--- src/rtl/i2c_rd_pkg.sv ---
package i2c_rd_pkg;

    localparam int BYTE_W = 8;

    typedef enum logic [2:0] {
        ST_IDLE,
        ST_FETCH,
        ST_SEND,
        ST_ACKWAIT,
        ST_ACKHOLD
    } srv_state_e;

    typedef struct packed {
        logic lvl;
        logic rise;
        logic fall;
    } line_ev_t;

    function automatic logic [BYTE_W-1:0] pick_byte(input logic ok, input logic [BYTE_W-1:0] d);
        return ok ? d : {BYTE_W{1'b1}};
    endfunction

endpackage

--- src/rtl/line_sync.sv ---
module line_sync
    import i2c_rd_pkg::*;
#(
    parameter int STAGES = 2
) (
    input  logic     clk,
    input  logic     rst,
    input  logic     din,
    output line_ev_t ev
);
    logic [STAGES-1:0] chain;
    logic              prev;

    always_ff @(posedge clk) begin
        if (rst) begin
            chain <= '1;
            prev  <= 1'b1;
        end else begin
            chain <= {chain[STAGES-2:0], din};
            prev  <= chain[STAGES-1];
        end
    end

    always_comb begin
        ev.lvl  = chain[STAGES-1];
        ev.rise = chain[STAGES-1] & ~prev;
        ev.fall = ~chain[STAGES-1] & prev;
    end
endmodule

--- src/rtl/bus_cond.sv ---
module bus_cond
    import i2c_rd_pkg::*;
(
    input  line_ev_t scl_ev,
    input  line_ev_t sda_ev,
    output logic     start_det,
    output logic     stop_det
);
    logic scl_steady_hi;

    always_comb begin
        scl_steady_hi = scl_ev.lvl & ~scl_ev.rise;
        start_det     = scl_steady_hi & sda_ev.fall;
        stop_det      = scl_steady_hi & sda_ev.rise;
    end
endmodule

--- src/rtl/tx_shift.sv ---
module tx_shift #(
    parameter int W = 8
) (
    input  logic         clk,
    input  logic         rst,
    input  logic         load,
    input  logic [W-1:0] load_val,
    input  logic         shift,
    output logic         msb,
    output logic         last
);
    localparam int CW = (W > 1) ? $clog2(W) : 1;

    logic [W-1:0]  sh;
    logic [CW-1:0] cnt;

    always_ff @(posedge clk) begin
        if (rst) begin
            sh  <= '1;
            cnt <= '0;
        end else if (load) begin
            sh  <= load_val;
            cnt <= CW'(W - 1);
        end else if (shift) begin
            sh  <= {sh[W-2:0], 1'b1};
            cnt <= cnt - 1'b1;
        end
    end

    assign msb  = sh[W-1];
    assign last = (cnt == '0);
endmodule

--- src/rtl/i2c_rd_server.sv ---
module i2c_rd_server
    import i2c_rd_pkg::*;
#(
    parameter int DATA_W      = BYTE_W,
    parameter int SYNC_STAGES = 2
) (
    input  logic              clk,
    input  logic              rst,
    input  logic              scl_in,
    input  logic              sda_in,
    output logic              sda_pull,
    input  logic              rd_begin,
    input  logic              src_valid,
    input  logic [DATA_W-1:0] src_data,
    output logic              src_take,
    output logic              busy,
    output logic              xfer_end
);
    line_ev_t   scl_ev, sda_ev;
    logic       start_det, stop_det, bus_abort;
    logic       scl_lvl;
    logic       sh_load, sh_shift, sh_msb, sh_last;
    srv_state_e state;

    line_sync #(.STAGES(SYNC_STAGES)) u_scl_sync (
        .clk(clk), .rst(rst), .din(scl_in), .ev(scl_ev)
    );
    line_sync #(.STAGES(SYNC_STAGES)) u_sda_sync (
        .clk(clk), .rst(rst), .din(sda_in), .ev(sda_ev)
    );

    bus_cond u_cond (
        .scl_ev(scl_ev), .sda_ev(sda_ev),
        .start_det(start_det), .stop_det(stop_det)
    );

    assign bus_abort = start_det | stop_det;
    assign scl_lvl   = scl_ev.lvl;

    assign sh_load  = (state == ST_FETCH);
    assign sh_shift = (state == ST_SEND) & scl_ev.fall & ~sh_last & ~bus_abort;

    tx_shift #(.W(DATA_W)) u_shift (
        .clk(clk), .rst(rst),
        .load(sh_load),
        .load_val(DATA_W'(pick_byte(src_valid, BYTE_W'(src_data)))),
        .shift(sh_shift),
        .msb(sh_msb), .last(sh_last)
    );

    always_ff @(posedge clk) begin
        if (rst) begin
            state    <= ST_IDLE;
            xfer_end <= 1'b0;
        end else begin
            xfer_end <= 1'b0;
            if (bus_abort) begin
                state <= ST_IDLE;
            end else begin
                case (state)
                    ST_IDLE:    if (rd_begin) state <= ST_FETCH;
                    ST_FETCH:   state <= ST_SEND;
                    ST_SEND:    if (scl_ev.fall && sh_last) state <= ST_ACKWAIT;
                    ST_ACKWAIT: if (scl_ev.rise) begin
                                    if (sda_ev.lvl) begin
                                        state    <= ST_IDLE;
                                        xfer_end <= 1'b1;
                                    end else begin
                                        state <= ST_ACKHOLD;
                                    end
                                end
                    ST_ACKHOLD: if (scl_ev.fall) state <= ST_FETCH;
                    default:    state <= ST_IDLE;
                endcase
            end
        end
    end

    assign src_take = (state == ST_FETCH);
    assign sda_pull = (state == ST_SEND) & ~sh_msb;
    assign busy     = (state != ST_IDLE);
endmodule

--- config.mk ---
export PLATFORM = sky130hd
export DESIGN_NAME = i2c_rd_server
export DESIGN_NICKNAME = d
export VERILOG_FILES = /design/src/rtl/i2c_rd_pkg.sv /design/src/rtl/line_sync.sv /design/src/rtl/bus_cond.sv /design/src/rtl/tx_shift.sv /design/src/rtl/i2c_rd_server.sv
export SDC_FILE = /design/constraint.sdc
export NUM_CORES = 1
export LEC_CHECK = 0
export BUFFER_PORTS_ARGS = -buffer_cell sky130_fd_sc_hd__buf_2
export CORE_ASPECT_RATIO = 0.6
export CORE_UTILIZATION = 45
export CTS_CLUSTER_DIAMETER = 150
export DETAILED_ROUTE_END_ITERATION = 10
export PLACE_DENSITY_LB_ADDON = 0.2
export SLEW_MARGIN = 20
export SYNTH_ARGS = -nofsm -noshare
export SYNTH_HDL_FRONTEND = slang
export SYNTH_SLANG_ARGS = --single-unit
export TNS_END_PERCENT = 20
--- constraint.sdc ---
create_clock -name clk -period 5.1 [get_ports clk]
set_clock_uncertainty 0.15 [all_clocks]
set_input_delay 1.02 -clock clk [delete_from_list [all_inputs] [get_ports clk]]
set_output_delay 1.02 -clock clk [all_outputs]
set_load 0.02 [all_outputs]
Word-level counts from Yosys, hierarchy flattened
Index checks and enable logic that the tools add are counted.
{ "totals": {"ff_bits": 21, "latch_bits": 0, "mem_bits_rw": 0, "mem_bits_ro": 0, "word_cells": 58, "n_memories": 0} }
{ "op_classes": {"addsub": 1, "n_mul": 0, "n_div": 0, "magnitude_cmp": 0, "eq_ne": 8, "shifts": 0, "muxes": 12, "n_bitwise": 21, "n_reduce_logical": 8} }
{ "ops": {"columns": ["op", "n"], "rows": [
  ["8-bit 2-to-1 mux", 3],
  ["3-bit 2-to-1 mux", 7],
  ["3-bit case mux with 5 select lines", 1],
  ["1-bit AND", 11],
  ["1-bit inverter", 9],
  ["3-bit by 2-bit equality test with 1-bit output (second input constant)", 2],
  ["3-bit zero test", 2],
  ["2-bit inequality test (second input constant)", 3],
  ["4-bit AND reduction", 1],
  ["4-bit OR reduction", 1],
  ["3-bit by 1-bit equality test with 1-bit output (second input constant)", 1],
  ["3-bit equality test (second input constant)", 1],
  ["3-bit nonzero test", 1],
  ["3-bit by 1-bit subtractor with 3-bit output (second input constant)", 1],
  ["2-bit by 1-bit inequality test with 1-bit output (second input constant)", 1],
  ["2-bit nonzero test", 1],
  ["2-bit OR reduction", 1],
  ["1-bit logical AND", 1],
  ["1-bit 2-to-1 mux", 1],
  ["1-bit bitwise OR", 1]
]} }

Depth between registers and ports, before layout
{ "depth": {"word_depth": 10, "depth_mapped": 6, "ltp_nobuf": 5} }

By module
Synthesis repeated with hierarchy kept, for this count alone.
{ "hier_totals": {"hier_cells": 110, "hier_area_um2": 1036.0} }
{ "modules_own_cells": {"columns": ["mod", "instances", "cells_each", "area_each_um2", "seq_area_each_um2"], "rows": [
  ["tx_shift", 1, 53, 518.0, 220.2],
  ["i2c_rd_server", 1, 37, 300.3, 80.1],
  ["line_sync", 2, 9, 100.1, 60.1],
  ["bus_cond", 1, 2, 17.5, 0.0]
]} }

Least setup slack after synthesis
Ideal clock, no wire load.
{ "synth_timing": {"path_type": "register to output", "startpoint": "register state[1]", "endpoint": "output sda_pull", "t_arrival_ns": 1.304, "required_ns": 3.930, "slack_ns": 2.626, "path_stages_with_launch": 3, "n_path_buf": 1, "cell_sequence": "dfxtp_1 > clkbuf_1 > nor4b_1"} }
{ "synth_between": {"elab_chain_cells": 2} }
{ "synth_rtl": {"columns": ["item", "line", "rtl"], "rows": [
  ["start, declared", "i2c_rd_server.sv:23", "srv_state_e state;"],
  ["start signal, assigned", "i2c_rd_server.sv:53", "state <= ST_IDLE;"],
  ["start signal, assigned", "i2c_rd_server.sv:58", "state <= ST_IDLE;"],
  ["start signal, assigned", "i2c_rd_server.sv:61", "ST_IDLE: if (rd_begin) state <= ST_FETCH;"],
  ["3-bit by 2-bit equality test with 1-bit output", "i2c_rd_server.sv:80", "assign sda_pull = (state == ST_SEND) & ~sh_msb;"],
  ["1-bit AND", "i2c_rd_server.sv:80", null],
  ["end, declared", "i2c_rd_server.sv:11", "output logic sda_pull,"]
]} }
Every way passes these cells.

Worst setup path after layout
{ "layout_timing": {"startpoint": "register state[0]", "endpoint": "output src_take"} }
{ "layout_between": {"elab_chain_cells": 1} }
{ "layout_rtl": {"columns": ["item", "line", "rtl"], "rows": [
  ["3-bit by 1-bit equality test with 1-bit output", "i2c_rd_server.sv:79", "assign src_take = (state == ST_FETCH);"],
  ["end, declared", "i2c_rd_server.sv:15", "output logic src_take,"]
]} }
Every way passes these cells.

==> impl_metrics.py <==
metrics = {
    "cells_and_area": {
        "n_antenna_cell": 0,
        "layout-drive-gt1-share_pct": 24.79,
        "layout_commonest_cell": "dfxtp_1",
        "design_area_um2": 1139,
        "register_area_um2": 420.4,
        "final_cell_mix": "21 x dfxtp_1, 17 x buf_2, 10 x nand2b_1, 8 x nand2_1",
        "area_growth_pct": 11.38,
        "fill_cells": 176,
        "multi_input_area_um2": 533.0,
        "nNetsFinal": 134,
    },
    "pwr": {
        "netSwitchingPower_uw": 94.48,
        "fin_total_pwr_uw": 351.1,
        "swShare_pct": 26.91,
        "p_int_uw": 256.7,
        "comb_power_share_pct": 16.4,
        "seqPwrFrac_pct": 52.5,
        "peakVddDrop_mv": 0.1961,
        "clkPwrFrac_pct": 31.1,
        "p_per_area_nw_per_um2": 308.4,
        "total_leakage_power_nw": 0.4838,
    },
    "clock_network": {
        "cts_tree": "built",
        "cts_buffers": 3,
        "cts_root_buffer": "clkbuf_8",
        "insertion_delay_ns": 0.26,
        "hold_buffers": 0,
        "clkTransAtPathRegs_ns": 0.07,
        "cts.sinks": 21,
        "postCtsSetupBuffers": 0,
        "cts_resized": 0,
        "htreeDepth": 1,
        "clockBufferDepth": 2,
    },
    "logic_synthesis": {
        "synth-seq-area-share_pct": 41.13,
        "synth-compound-area-share_pct": 15.79,
        "synth_xor_area_share_pct": 0.8568,
        "ys_warn_count": 0,
        "synth_area_leaders": "dfxtp_1 41%, mux2i_1 6.9%, nand2b_1 6.1%, o221ai_1 6.0%, or2_2 3.7%",
        "synth_seq_cells": 21,
        "yosysTopAreaCell": "dfxtp_1",
        "synth_mux_area_share_pct": 6.854,
        "syn_area_per_cell_um2": 10.02,
        "synth_cell_type_count": 36,
        "synthAdderAreaFrac_pct": 2.448,
        "yosys.area_share.simple_pct": 26.19,
        "syn_nets": 118,
        "yosys.area.top_type_share_pct": 41.13,
        "synth_top_family_by_area": "simple AND/OR/NAND/NOR gates",
        "synthCells": 102,
        "netlist_area_um2": 1022,
    },
    "drt": {
        "avgViaCountPerCell": 5.579,
        "wl_per_cell_um": 13.32,
        "dr_wl_met3_um": 144,
        "wl_met1_um": 1039,
        "dr_total_vias": 809,
        "antenna_left": 0,
        "top_layer": "met4",
        "wl_met2_um": 724,
        "drtPass1Iterations": 4,
        "drc": 0,
        "drt-initial-drc-count": 63,
        "drt_wl_total_um": 1932,
    },
    "worst_hold_path": {
        "hold_class": "reg -> reg",
        "hp-start": "u_scl_sync.chain[0]",
        "worstHoldPathCells": 1,
        "whs_endpoint": "u_scl_sync.chain[1]",
    },
    "sta": {
        "max_freq_mhz": 353.0,
        "drv_slew": 0,
        "setup_violations": 0,
        "slew-limit-headroom_pct": 51.11,
        "layout_worst_path_cycle_share_pct": 55.54,
        "hold_ws_ns": 0.2610,
        "grt_setup_unrepaired": "false",
        "worst_slew_pin_slew_ns": 0.7299,
        "min_period_ns": 2.833,
        "setup_tns_ns": 0,
        "hold_viol": 0,
    },
    "place": {
        "numPortBuffers": 17,
        "placedInstanceArea_um2": 1094,
        "dp_hpwl_um": 1372,
        "gp_routability_congestion": 0.7468,
    },
    "critical_path": {
        "crit_path_start_kind": "register",
        "crit_fanout": 12,
        "path_class": "reg -> out",
        "rr_worst_depth": 4,
        "rr_startpoint": "state[1]",
        "r2r-end": "u_shift.sh[1]",
        "required_ns": 3.93,
        "r2r_slack_ns": 2.76,
        "cp-end-kind": "output port",
        "arrival_ns": 1.66,
    },
    "die": {
        "floorplan.die_area_um2": 2473,
        "initial_core_util_pct": 51.58,
        "die_h_um": 38.92,
        "rows": 12,
        "ioPinCount": 18,
        "die_w_um": 63.53,
        "core_um2": 1982,
    },
    "global_route": {
        "grt_antenna_before_repair": 0,
        "grt_max_degree": 13,
        "grt_pass1_vias": 709,
        "globalRouteTotalUtil_pct": 19.33,
        "grt_pass1_wl_um": 3429,
        "grt_overflow": 0,
    },
    "flow_run": {
        "cap_violations": 0,
    },
    "run_status": {
        "outcome": "finished, final reports clean",
    },
}
cells in the mapped netlist:
| cell type | n |
|---|---|
| nor4b_4 | 1 |
| and3_1 | 1 |
| clkbuf_1 | 2 |
| or3_1 | 1 |
| nand2_1 | 8 |
| and2_1 | 1 |
| a32oi_1 | 1 |
| clkinv_4 | 1 |
| buf_12 | 1 |
| nand4b_1 | 1 |
| or2_2 | 6 |
| nor2b_1 | 1 |
| ha_1 | 2 |
| o21ai_1 | 1 |
| mux2i_1 | 7 |
| or3b_1 | 2 |
| buf_6 | 1 |
| xnor2_1 | 1 |
| clkinv_1 | 1 |
| nand2b_1 | 10 |
| and4b_1 | 2 |
| nor2_1 | 3 |
| o221ai_1 | 7 |
| nor4_1 | 1 |
| a41oi_1 | 1 |
| nor3b_1 | 1 |
| buf_2 | 2 |
| a31oi_1 | 2 |
| nor4b_1 | 1 |
| a21boi_1 | 1 |
| a311oi_1 | 4 |
| o21ai_0 | 2 |
| inv_1 | 2 |
| a211oi_2 | 1 |
| dfxtp_1 | 21 |
| and3b_1 | 1 |
worst max path at each step:
stage	start	end	slack, ns	cells after the start
6_report	state[0]	src_take	2.27	3
5_1_grt	state[0]	src_take	2.17	3
4_1_cts	state[0]	src_take	2.26	3
3_5_place_dp	state[0]	src_take	2.56	3
3_3_place_gp	state[0]	src_take	2.61	3
2_1_floorplan	state[1]	sda_pull	2.63	2
sequential cells by signal (all words and copies together), names as in the netlist:
| register | cells |
|---|---|
| state | 3 |
| u_scl_sync.chain | 2 |
| u_scl_sync.prev | 1 |
| u_sda_sync.chain | 2 |
| u_sda_sync.prev | 1 |
| u_shift.cnt | 3 |
| u_shift.sh | 8 |
| xfer_end | 1 |
final cells by class:
type | count | share of cell area (%)
clock buffer | 4 | 3.956
sequential | 21 | 36.92
inverter | 4 | 1.758
timing repair buffer | 17 | 7.473
tap | 28 | 3.077
multi-input combinational | 71 | 46.81
power by group through the flow:
stage	Clock [mW]	Combinational, mW	Sequential (mW)
final	0.109	0.0576	0.184
after global routing	0.119	0.0651	0.186
after CTS	0.114	0.0576	0.184
after detailed placement	0	0.0571	0.188
after global placement	0	0.0573	0.188
after floorplan	0	0.0491	0.185
per-stage QoR:
| step | cells | util [%] | setup slack (ns) |
|---|---|---|---|
| 3_5_place_dp | 141 | 55.18 | 2.556 |
| 5_1_grt | 145 | 57.45 | 2.173 |
| 2_1_floorplan | 102 | - | 2.626 |
| 4_1_cts | 145 | 57.45 | 2.258 |
| 3_3_place_gp | 141 | 55.18 | 2.611 |
| 6_report | 145 | 57.45 | 2.267 |
cell families (layout without fill, tap and decap cells):
group,after synthesis,count (layout)
and+or+nand+nor,41,41
DFF,21,21
AOI/OAI and AO/OA,20,20
buffers and inverters,10,25
muxes,7,7
adders and majority gates,2,2
xor gates and xnor gates,1,1
metal layers:
layer	GRT usage [%]	vias up
li1	-	407
met1	26.82	370
met2	25.27	28
met3	7.941	4
met4	9.091	0
met5	0	-
critical path, stage by stage (launching register included):
cell and delay [ns]:
dfxtp_1 0.47, or3b_1 0.56, clkinv_4 0.19, buf_2 0.19
Power figures use the tool's default switching activity.
